===== src/rtl/smbmux_pkg.sv =====
package smbmux_pkg;
    localparam int REG_W = 8;

    // Implemented indices; positions are decoded by the routing logic
    localparam logic [REG_W-1:0] IDX_ALT_SEL = 8'h02;
    localparam logic [REG_W-1:0] IDX_CFG_LO  = 8'h2C;
    localparam logic [REG_W-1:0] IDX_CFG_HI  = 8'h2D;
    localparam logic [REG_W-1:0] IDX_SEL_B   = 8'h2E;
    localparam logic [REG_W-1:0] IDX_SRC_CTL = 8'h2F;

    localparam logic [REG_W-1:0] RST_CFG_LO  = 8'h01;

    // Least significant bit of the port field in each layout
    localparam int DEF_LSB = 1;
    localparam int ALT_LSB = 3;

    typedef enum logic [1:0] {
        ST_STEADY  = 2'd0,
        ST_PENDING = 2'd1,
        ST_SWITCH  = 2'd2
    } route_st_e;

    typedef struct packed {
        logic [REG_W-1:0] alt_sel;
        logic [REG_W-1:0] cfg_lo;
        logic [REG_W-1:0] cfg_hi;
        logic [REG_W-1:0] sel_b;
        logic [REG_W-1:0] src_ctl;
    } pm_regs_t;

    function automatic logic is_impl(input logic [REG_W-1:0] idx);
        return (idx == IDX_ALT_SEL) || (idx == IDX_CFG_LO) || (idx == IDX_CFG_HI)
            || (idx == IDX_SEL_B) || (idx == IDX_SRC_CTL);
    endfunction
endpackage


===== src/rtl/pm_regfile.sv =====
module pm_regfile
    import smbmux_pkg::*;
(
    input  logic             clk,
    input  logic             rst_n,
    input  logic             io_addr_i,
    input  logic             io_wr_i,
    input  logic             io_rd_i,
    input  logic [REG_W-1:0] io_wdata_i,
    output logic [REG_W-1:0] io_rdata_o,
    output logic [REG_W-1:0] idx_o,
    output pm_regs_t         regs_o
);
    logic [REG_W-1:0] idx_q;
    pm_regs_t         regs_q;
    logic [REG_W-1:0] rdata_q;
    logic [REG_W-1:0] sel_val;

    // Byte addressed by the index; holes read as zero
    always_comb begin
        unique case (idx_q)
            IDX_ALT_SEL: sel_val = regs_q.alt_sel;
            IDX_CFG_LO:  sel_val = regs_q.cfg_lo;
            IDX_CFG_HI:  sel_val = regs_q.cfg_hi;
            IDX_SEL_B:   sel_val = regs_q.sel_b;
            IDX_SRC_CTL: sel_val = regs_q.src_ctl;
            default:     sel_val = '0;
        endcase
    end

    always_ff @(posedge clk or negedge rst_n) begin
        if (!rst_n) begin
            idx_q          <= '0;
            regs_q         <= '0;
            regs_q.cfg_lo  <= RST_CFG_LO;
        end else if (io_wr_i) begin
            if (!io_addr_i) begin
                idx_q <= io_wdata_i;
            end else begin
                unique case (idx_q)
                    IDX_ALT_SEL: regs_q.alt_sel <= io_wdata_i;
                    IDX_CFG_LO:  regs_q.cfg_lo  <= io_wdata_i;
                    IDX_CFG_HI:  regs_q.cfg_hi  <= io_wdata_i;
                    IDX_SEL_B:   regs_q.sel_b   <= io_wdata_i;
                    IDX_SRC_CTL: regs_q.src_ctl <= io_wdata_i;
                    default:     ;
                endcase
            end
        end
    end

    always_ff @(posedge clk or negedge rst_n) begin
        if (!rst_n)
            rdata_q <= '0;
        else if (io_rd_i)
            rdata_q <= io_addr_i ? sel_val : idx_q;
    end

    assign io_rdata_o = rdata_q;
    assign idx_o      = idx_q;
    assign regs_o     = regs_q;
endmodule


===== src/rtl/port_field_dec.sv =====
module port_field_dec
    import smbmux_pkg::*;
#(
    parameter int NUM_PORTS = 4,
    localparam int SEL_W = $clog2(NUM_PORTS)
) (
    input  logic             layout_alt_i,
    input  logic [REG_W-1:0] alt_sel_i,
    input  logic [REG_W-1:0] cfg_lo_i,
    input  logic [REG_W-1:0] sel_b_i,
    input  logic [REG_W-1:0] src_ctl_i,
    output logic [SEL_W-1:0] req_port_o
);
    logic [REG_W-1:0] def_src;
    logic             unused_bits;

    // Bit 0 of the source-control byte picks the default-layout source
    assign def_src = src_ctl_i[0] ? sel_b_i : cfg_lo_i;

    generate
        if (NUM_PORTS > 1) begin : g_field
            assign req_port_o = layout_alt_i ? alt_sel_i[ALT_LSB +: SEL_W]
                                             : def_src[DEF_LSB +: SEL_W];
        end else begin : g_single
            assign req_port_o = '0;
        end
    endgenerate

    assign unused_bits = ^{alt_sel_i, def_src, src_ctl_i[REG_W-1:1]};
endmodule


===== src/rtl/route_fsm.sv =====
module route_fsm
    import smbmux_pkg::*;
#(
    parameter int NUM_PORTS = 4,
    localparam int SEL_W = $clog2(NUM_PORTS)
) (
    input  logic             clk,
    input  logic             rst_n,
    input  logic [SEL_W-1:0] req_port_i,
    input  logic             busy_i,
    output logic [SEL_W-1:0] active_port_o,
    output logic             release_o,
    output route_st_e        state_o
);
    route_st_e        state_q, state_d;
    logic [SEL_W-1:0] active_q;
    logic [SEL_W-1:0] target_q;
    logic             differ;

    assign differ = (req_port_i != active_q);

    always_comb begin
        state_d = state_q;
        unique case (state_q)
            ST_STEADY:  if (differ) state_d = busy_i ? ST_PENDING : ST_SWITCH;
            ST_PENDING: if (!differ) state_d = ST_STEADY;
                        else if (!busy_i) state_d = ST_SWITCH;
            ST_SWITCH:  state_d = ST_STEADY;
            default:    state_d = ST_STEADY;
        endcase
    end

    // State register, captured target and active port
    always_ff @(posedge clk or negedge rst_n) begin
        if (!rst_n) begin
            state_q  <= ST_STEADY;
            active_q <= '0;
            target_q <= '0;
        end else begin
            state_q <= state_d;
            if (state_q != ST_SWITCH && state_d == ST_SWITCH)
                target_q <= req_port_i;
            if (state_q == ST_SWITCH)
                active_q <= target_q;
        end
    end

    // Outputs
    always_comb begin
        release_o     = (state_q == ST_SWITCH);
        active_port_o = active_q;
        state_o       = state_q;
    end
endmodule


===== src/rtl/pair_router.sv =====
module pair_router #(
    parameter int NUM_PORTS = 4,
    localparam int SEL_W = $clog2(NUM_PORTS)
) (
    input  logic [SEL_W-1:0]     active_i,
    input  logic                 release_i,
    input  logic                 host_scl_oe_i,
    input  logic                 host_sda_oe_i,
    output logic                 host_scl_o,
    output logic                 host_sda_o,
    output logic [NUM_PORTS-1:0] port_scl_oe_o,
    output logic [NUM_PORTS-1:0] port_sda_oe_o,
    input  logic [NUM_PORTS-1:0] port_scl_i,
    input  logic [NUM_PORTS-1:0] port_sda_i
);
    genvar gi;
    generate
        for (gi = 0; gi < NUM_PORTS; gi++) begin : g_pair
            logic hit;
            assign hit               = !release_i && (active_i == SEL_W'(gi));
            assign port_scl_oe_o[gi] = hit && host_scl_oe_i;
            assign port_sda_oe_o[gi] = hit && host_sda_oe_i;
        end
    endgenerate

    // Released bus reads as pulled up
    assign host_scl_o = release_i ? 1'b1 : port_scl_i[active_i];
    assign host_sda_o = release_i ? 1'b1 : port_sda_i[active_i];
endmodule


===== src/rtl/smbus_port_mux.sv =====
module smbus_port_mux
    import smbmux_pkg::*;
#(
    parameter int NUM_PORTS = 4,
    localparam int SEL_W = $clog2(NUM_PORTS)
) (
    input  logic                 clk,
    input  logic                 rst_n,
    input  logic                 layout_alt_i,
    input  logic                 io_addr_i,
    input  logic                 io_wr_i,
    input  logic                 io_rd_i,
    input  logic [7:0]           io_wdata_i,
    output logic [7:0]           io_rdata_o,
    input  logic                 ctrl_busy_i,
    output logic                 ctrl_enable_o,
    output logic [15:0]          ctrl_base_o,
    input  logic                 host_scl_oe_i,
    input  logic                 host_sda_oe_i,
    output logic                 host_scl_o,
    output logic                 host_sda_o,
    output logic [NUM_PORTS-1:0] port_scl_oe_o,
    output logic [NUM_PORTS-1:0] port_sda_oe_o,
    input  logic [NUM_PORTS-1:0] port_scl_i,
    input  logic [NUM_PORTS-1:0] port_sda_i,
    output logic [SEL_W-1:0]     active_port_o
);
    logic             layout_q;
    pm_regs_t         regs;
    logic [REG_W-1:0] idx_w;
    logic [SEL_W-1:0] req_port;
    logic [SEL_W-1:0] active_w;
    logic             release_w;
    route_st_e        route_st;

    // Strap captured while reset is held
    always_ff @(posedge clk) begin
        if (!rst_n)
            layout_q <= layout_alt_i;
    end

    pm_regfile u_regs (
        .clk        (clk),
        .rst_n      (rst_n),
        .io_addr_i  (io_addr_i),
        .io_wr_i    (io_wr_i),
        .io_rd_i    (io_rd_i),
        .io_wdata_i (io_wdata_i),
        .io_rdata_o (io_rdata_o),
        .idx_o      (idx_w),
        .regs_o     (regs)
    );

    port_field_dec #(.NUM_PORTS(NUM_PORTS)) u_dec (
        .layout_alt_i (layout_q),
        .alt_sel_i    (regs.alt_sel),
        .cfg_lo_i     (regs.cfg_lo),
        .sel_b_i      (regs.sel_b),
        .src_ctl_i    (regs.src_ctl),
        .req_port_o   (req_port)
    );

    route_fsm #(.NUM_PORTS(NUM_PORTS)) u_fsm (
        .clk           (clk),
        .rst_n         (rst_n),
        .req_port_i    (req_port),
        .busy_i        (ctrl_busy_i),
        .active_port_o (active_w),
        .release_o     (release_w),
        .state_o       (route_st)
    );

    pair_router #(.NUM_PORTS(NUM_PORTS)) u_route (
        .active_i      (active_w),
        .release_i     (release_w),
        .host_scl_oe_i (host_scl_oe_i),
        .host_sda_oe_i (host_sda_oe_i),
        .host_scl_o    (host_scl_o),
        .host_sda_o    (host_sda_o),
        .port_scl_oe_o (port_scl_oe_o),
        .port_sda_oe_o (port_sda_oe_o),
        .port_scl_i    (port_scl_i),
        .port_sda_i    (port_sda_i)
    );

    assign active_port_o = active_w;
    assign ctrl_enable_o = regs.cfg_lo[0];
    assign ctrl_base_o   = {regs.cfg_hi, regs.cfg_lo[7:5], 5'b0};
endmodule


===== config.mk =====
export PLATFORM = sky130hd
export DESIGN_NAME = smbus_port_mux
export DESIGN_NICKNAME = d
export VERILOG_FILES = /design/src/rtl/smbmux_pkg.sv /design/src/rtl/pm_regfile.sv /design/src/rtl/port_field_dec.sv /design/src/rtl/route_fsm.sv /design/src/rtl/pair_router.sv /design/src/rtl/smbus_port_mux.sv
export SDC_FILE = /design/constraint.sdc
export NUM_CORES = 1
export LEC_CHECK = 0
export ABC_CLOCK_PERIOD_IN_PS = 3560
export BUFFER_PORTS_ARGS = -buffer_cell sky130_fd_sc_hd__buf_2
export CORE_ASPECT_RATIO = 1.5
export CORE_MARGIN = 3
export CORE_UTILIZATION = 40
export CTS_BUF_LIST = sky130_fd_sc_hd__clkbuf_16
export CTS_CLUSTER_DIAMETER = 40
export DETAILED_ROUTE_END_ITERATION = 7
export SKIP_CTS_REPAIR_TIMING = 1
export SYNTH_ARGS = -nofsm -noshare
export SYNTH_HDL_FRONTEND = slang
export SYNTH_SLANG_ARGS = --single-unit
export TNS_END_PERCENT = 50

===== constraint.sdc =====
create_clock -name clk -period 3.56 [get_ports clk]
set_clock_uncertainty 0.15 [all_clocks]
set_input_delay 0.178 -clock clk [delete_from_list [all_inputs] [get_ports clk]]
set_output_delay 0.178 -clock clk [all_outputs]
set_load 0.1 [all_outputs]

==> results_dict.tcl <==
set metrics [dict create \
    result_of_the_run "finished clean" \
    dp_slack_ns 1.14 \
    route.antenna.remaining_nets 0 \
    worst-endpoint-arrival_ns 2.47 \
    syn_avg_cell_area_um2 11.3 \
    ios 62 \
    final_layout_fill_cell_count 758 \
    fin_util_pct 49.1 \
    cap_violations 0 \
    antenna_found_initial 0 \
    multiplexer_share_of_the_synthesized_area_pct 18.5 \
    detail_route.iter0.violations 138 \
    number_of_search_and_repair_iterations_in_the_first_detailed_routing_pass 4 \
    layout_net_count 356 \
    required_ns 3.62 \
    synth.largest_area_cell "dfrtp_1" \
    dominant_combinational_cell_family_by_area_after_synthesis "multiplexers" \
    antennaDiodeCount 0 \
    synthesis.area_um2 3220 \
    postSynthCellCount 285 \
    clock_tree.buffer_depth 2 \
    number_of_global_route_vias_before_repair 2342 \
    synthSimpleGateAreaFrac_pct 9.87 \
    edff_count_synth 1 \
    hp-class "input pin to flop" \
    cts_inserted_buffers 9 \
    routed_wire_length_per_instance_um 17.0 \
    worst_slew_margin_rel_pct 35.3 \
    p_leak_nw 1.84 \
    synth_adder_area_share_pct 0 \
    tritoncts_num_sinks 63 \
    cts_tree "yes" \
    crit_path_max_fanout 10 \
    rows 39 \
    max_freq_mhz 414 \
    yosysSeqAreaShare_pct 49.2 \
    initial_core_util_pct 41.8 \
    power_density_nw_per_um2 697 \
    route.final.wire_length_um 7460 \
    grt_util_all_layers_pct 17.5 \
    clkSlewWorstSetupHoldPaths_ns 0.05 \
    critPathKind "flop to flop" \
    fraction_of_registers_with_async_set_or_reset_after_synthesis_pct 98.4 \
    netlist.area_leader.share_pct 47.4 \
    yosys_most_used_dff "dfrtp_1" \
    r2r.worst_path.cells 4 \
    maxSlewViolCount 0 \
    grt_max_degree 36 \
    layout_setup_ws_ns 1.14 \
    tightest_slew_ns 0.968 \
    detailed_place_hpwl_um 5550 \
    synth_area_leaders "dfrtp_1, mux2_2, o21ai_0" \
    yosysWarnings 0 \
    drc 0 \
    yosys.cell_types.count 44 \
    synth-compound-area-share_pct 15.1 \
    die_h_um 116 \
    clock_insertion_delay_worst_skew_ns 0.33 \
    final_hold_viol_count 0 \
    detail_route.vias_per_cell 5.40 \
    gr-total-overflow 0 \
    ys_ff_latch 63 \
    area_delta_synth_final_pct 17.6 \
    setup_viol 0 \
    clk_root_buffer_cell "clkbuf_16" \
    fin_crit_ns 2.42 \
    gpl.final_weighted_congestion 0.843 \
    vias 2365 \
    timing.critical_path.from_type "flop" \
    design.core.area_um2 7710 \
    proportion_of_layout_cells_with_a_drive_suffix_above_1_pct 36.0 \
    yosys.area_share.xor_xnor_pct 0 \
    grt_first_pass_wirelength_um 12000 \
    design.die.area_um2 9180 \
    ir_drop_mv 0.483 \
    floorplan.die.width_um 79.3 \
    h-tree-depth 3 \
    worst_setup_path_end_kind "flop" \
    io_buffer_count 56 \
    worst_hold_path.num_cells 3 \
    rsz0062_at_grt "false" \
    timing.final.crit_share_pct 67.9 \
]
routing by layer:
metal / up-vias / global-route usage [%] / share of wire, %
li1: 1106 / - / -
met1: 1165 / 20.5 / 41
met2: 84 / 30.3 / 52
met3: 10 / 4.43 / 4.9
met4: 0 / 7.57 / 1.8
met5: - / 0 / 0
power by group:
| part | total [mW] | leakage, nW | switching, mW | internal [mW] |
|---|---|---|---|---|
| Combinational | 0.916 | 0.870 | 0.716 | 0.200 |
| Sequential | 0.909 | 0.827 | 0.104 | 0.804 |
| Clock | 0.815 | 0.143 | 0.287 | 0.528 |
| Total | 2.64 | 1.84 | 1.11 | 1.53 |
worst max-delay path, cell delays in order (launching register included):
cell and delay (ns):
dfrtp_1 0.37, or3_1 0.52, nor3_4 0.38, nor3b_4 0.49, mux2_2 0.39
synth_stat cells, types with 3 or more instances:
library cell,n
mux2_2,41
nor2_1,7
nand2_1,19
buf_4,16
nand2b_1,3
nor2b_1,3
a22oi_1,8
mux2i_1,9
o2bb2ai_1,8
dfrtp_1,61
o221ai_1,3
o21ai_0,34
nor3_1,5
a22o_1,8
inv_1,14
and2_1,4
o211ai_1,3
clkbuf_1,9
state kept, by name (all words and copies together) (netlist names):
signal / count
layout_q: 1
u_fsm.active_port_o: 2
u_fsm.state_o: 2
u_fsm.target_q: 2
u_regs.idx_o: 8
u_regs.io_rdata_o: 8
u_regs.regs_o: 40
through the flow:
step           area [um2]  power, mW  hold WS (ns)  cells  TNS (ns)
3_5_place_dp         3480       1.84         0.151    419         0
5_1_grt              3790       2.76        0.0356    438         0
3_3_place_gp         3480       1.83         0.148    419         0
4_1_cts              3760       2.67        -0.201    435         0
2_1_floorplan        3240       1.68        -0.268    289    -0.104
6_report             3790       2.64        0.0117    438         0
logic make-up after synthesis:
kind of cell / Yosys count
AOI/OAI and AO/OA: 72
buffers and inverters: 43
DFF: 63
muxes: 52
other: 1
and+or+nand+nor: 54
placed cells by master (no fill, tap or decap), drive strengths merged, types with 2 or more instances in the layout:
cell type / n
and2: 4
inv: 15
dlygate4sd3: 3
nand2: 19
nor3: 7
mux2i: 9
mux2: 41
nor2b: 3
o21ai: 34
dfrtp: 61
o2bb2ai: 8
nor4b: 2
a22o: 8
conb: 5
o221ai: 3
buf: 57
clkbuf: 9
a22oi: 8
or3: 2
or2: 2
mux4: 2
nor2: 7
o211ai: 3
clkinv: 5
nand2b: 3
layout make-up:
cell class	instances	area (um2)	share of cell area, %
inverters	14	52.6	1.39
flip-flops and latches	63	1580	41.8
clock inverters	7	55.1	1.45
clock buffers	9	225	5.95
well taps	102	128	3.37
repair buffers	60	318	8.39
multi-input cells	183	1430	37.6
path summary, 6_finish.rpt:
path                       slack, ns                   end                 start
min                             0.01       u_regs.idx_o[1]         io_wdata_i[1]
min reg2reg                     0.35  u_regs.io_rdata_o[4]  u_regs.io_rdata_o[4]
min in group asynchronous       0.32     u_fsm.target_q[1]                 rst_n
max                             1.14     u_regs.regs_o[11]       u_regs.idx_o[4]
max reg2reg                     1.14     u_regs.regs_o[11]       u_regs.idx_o[4]
max in group asynchronous       2.01     u_regs.regs_o[24]                 rst_n
Note: power is estimated with default switching activity, not from simulation.
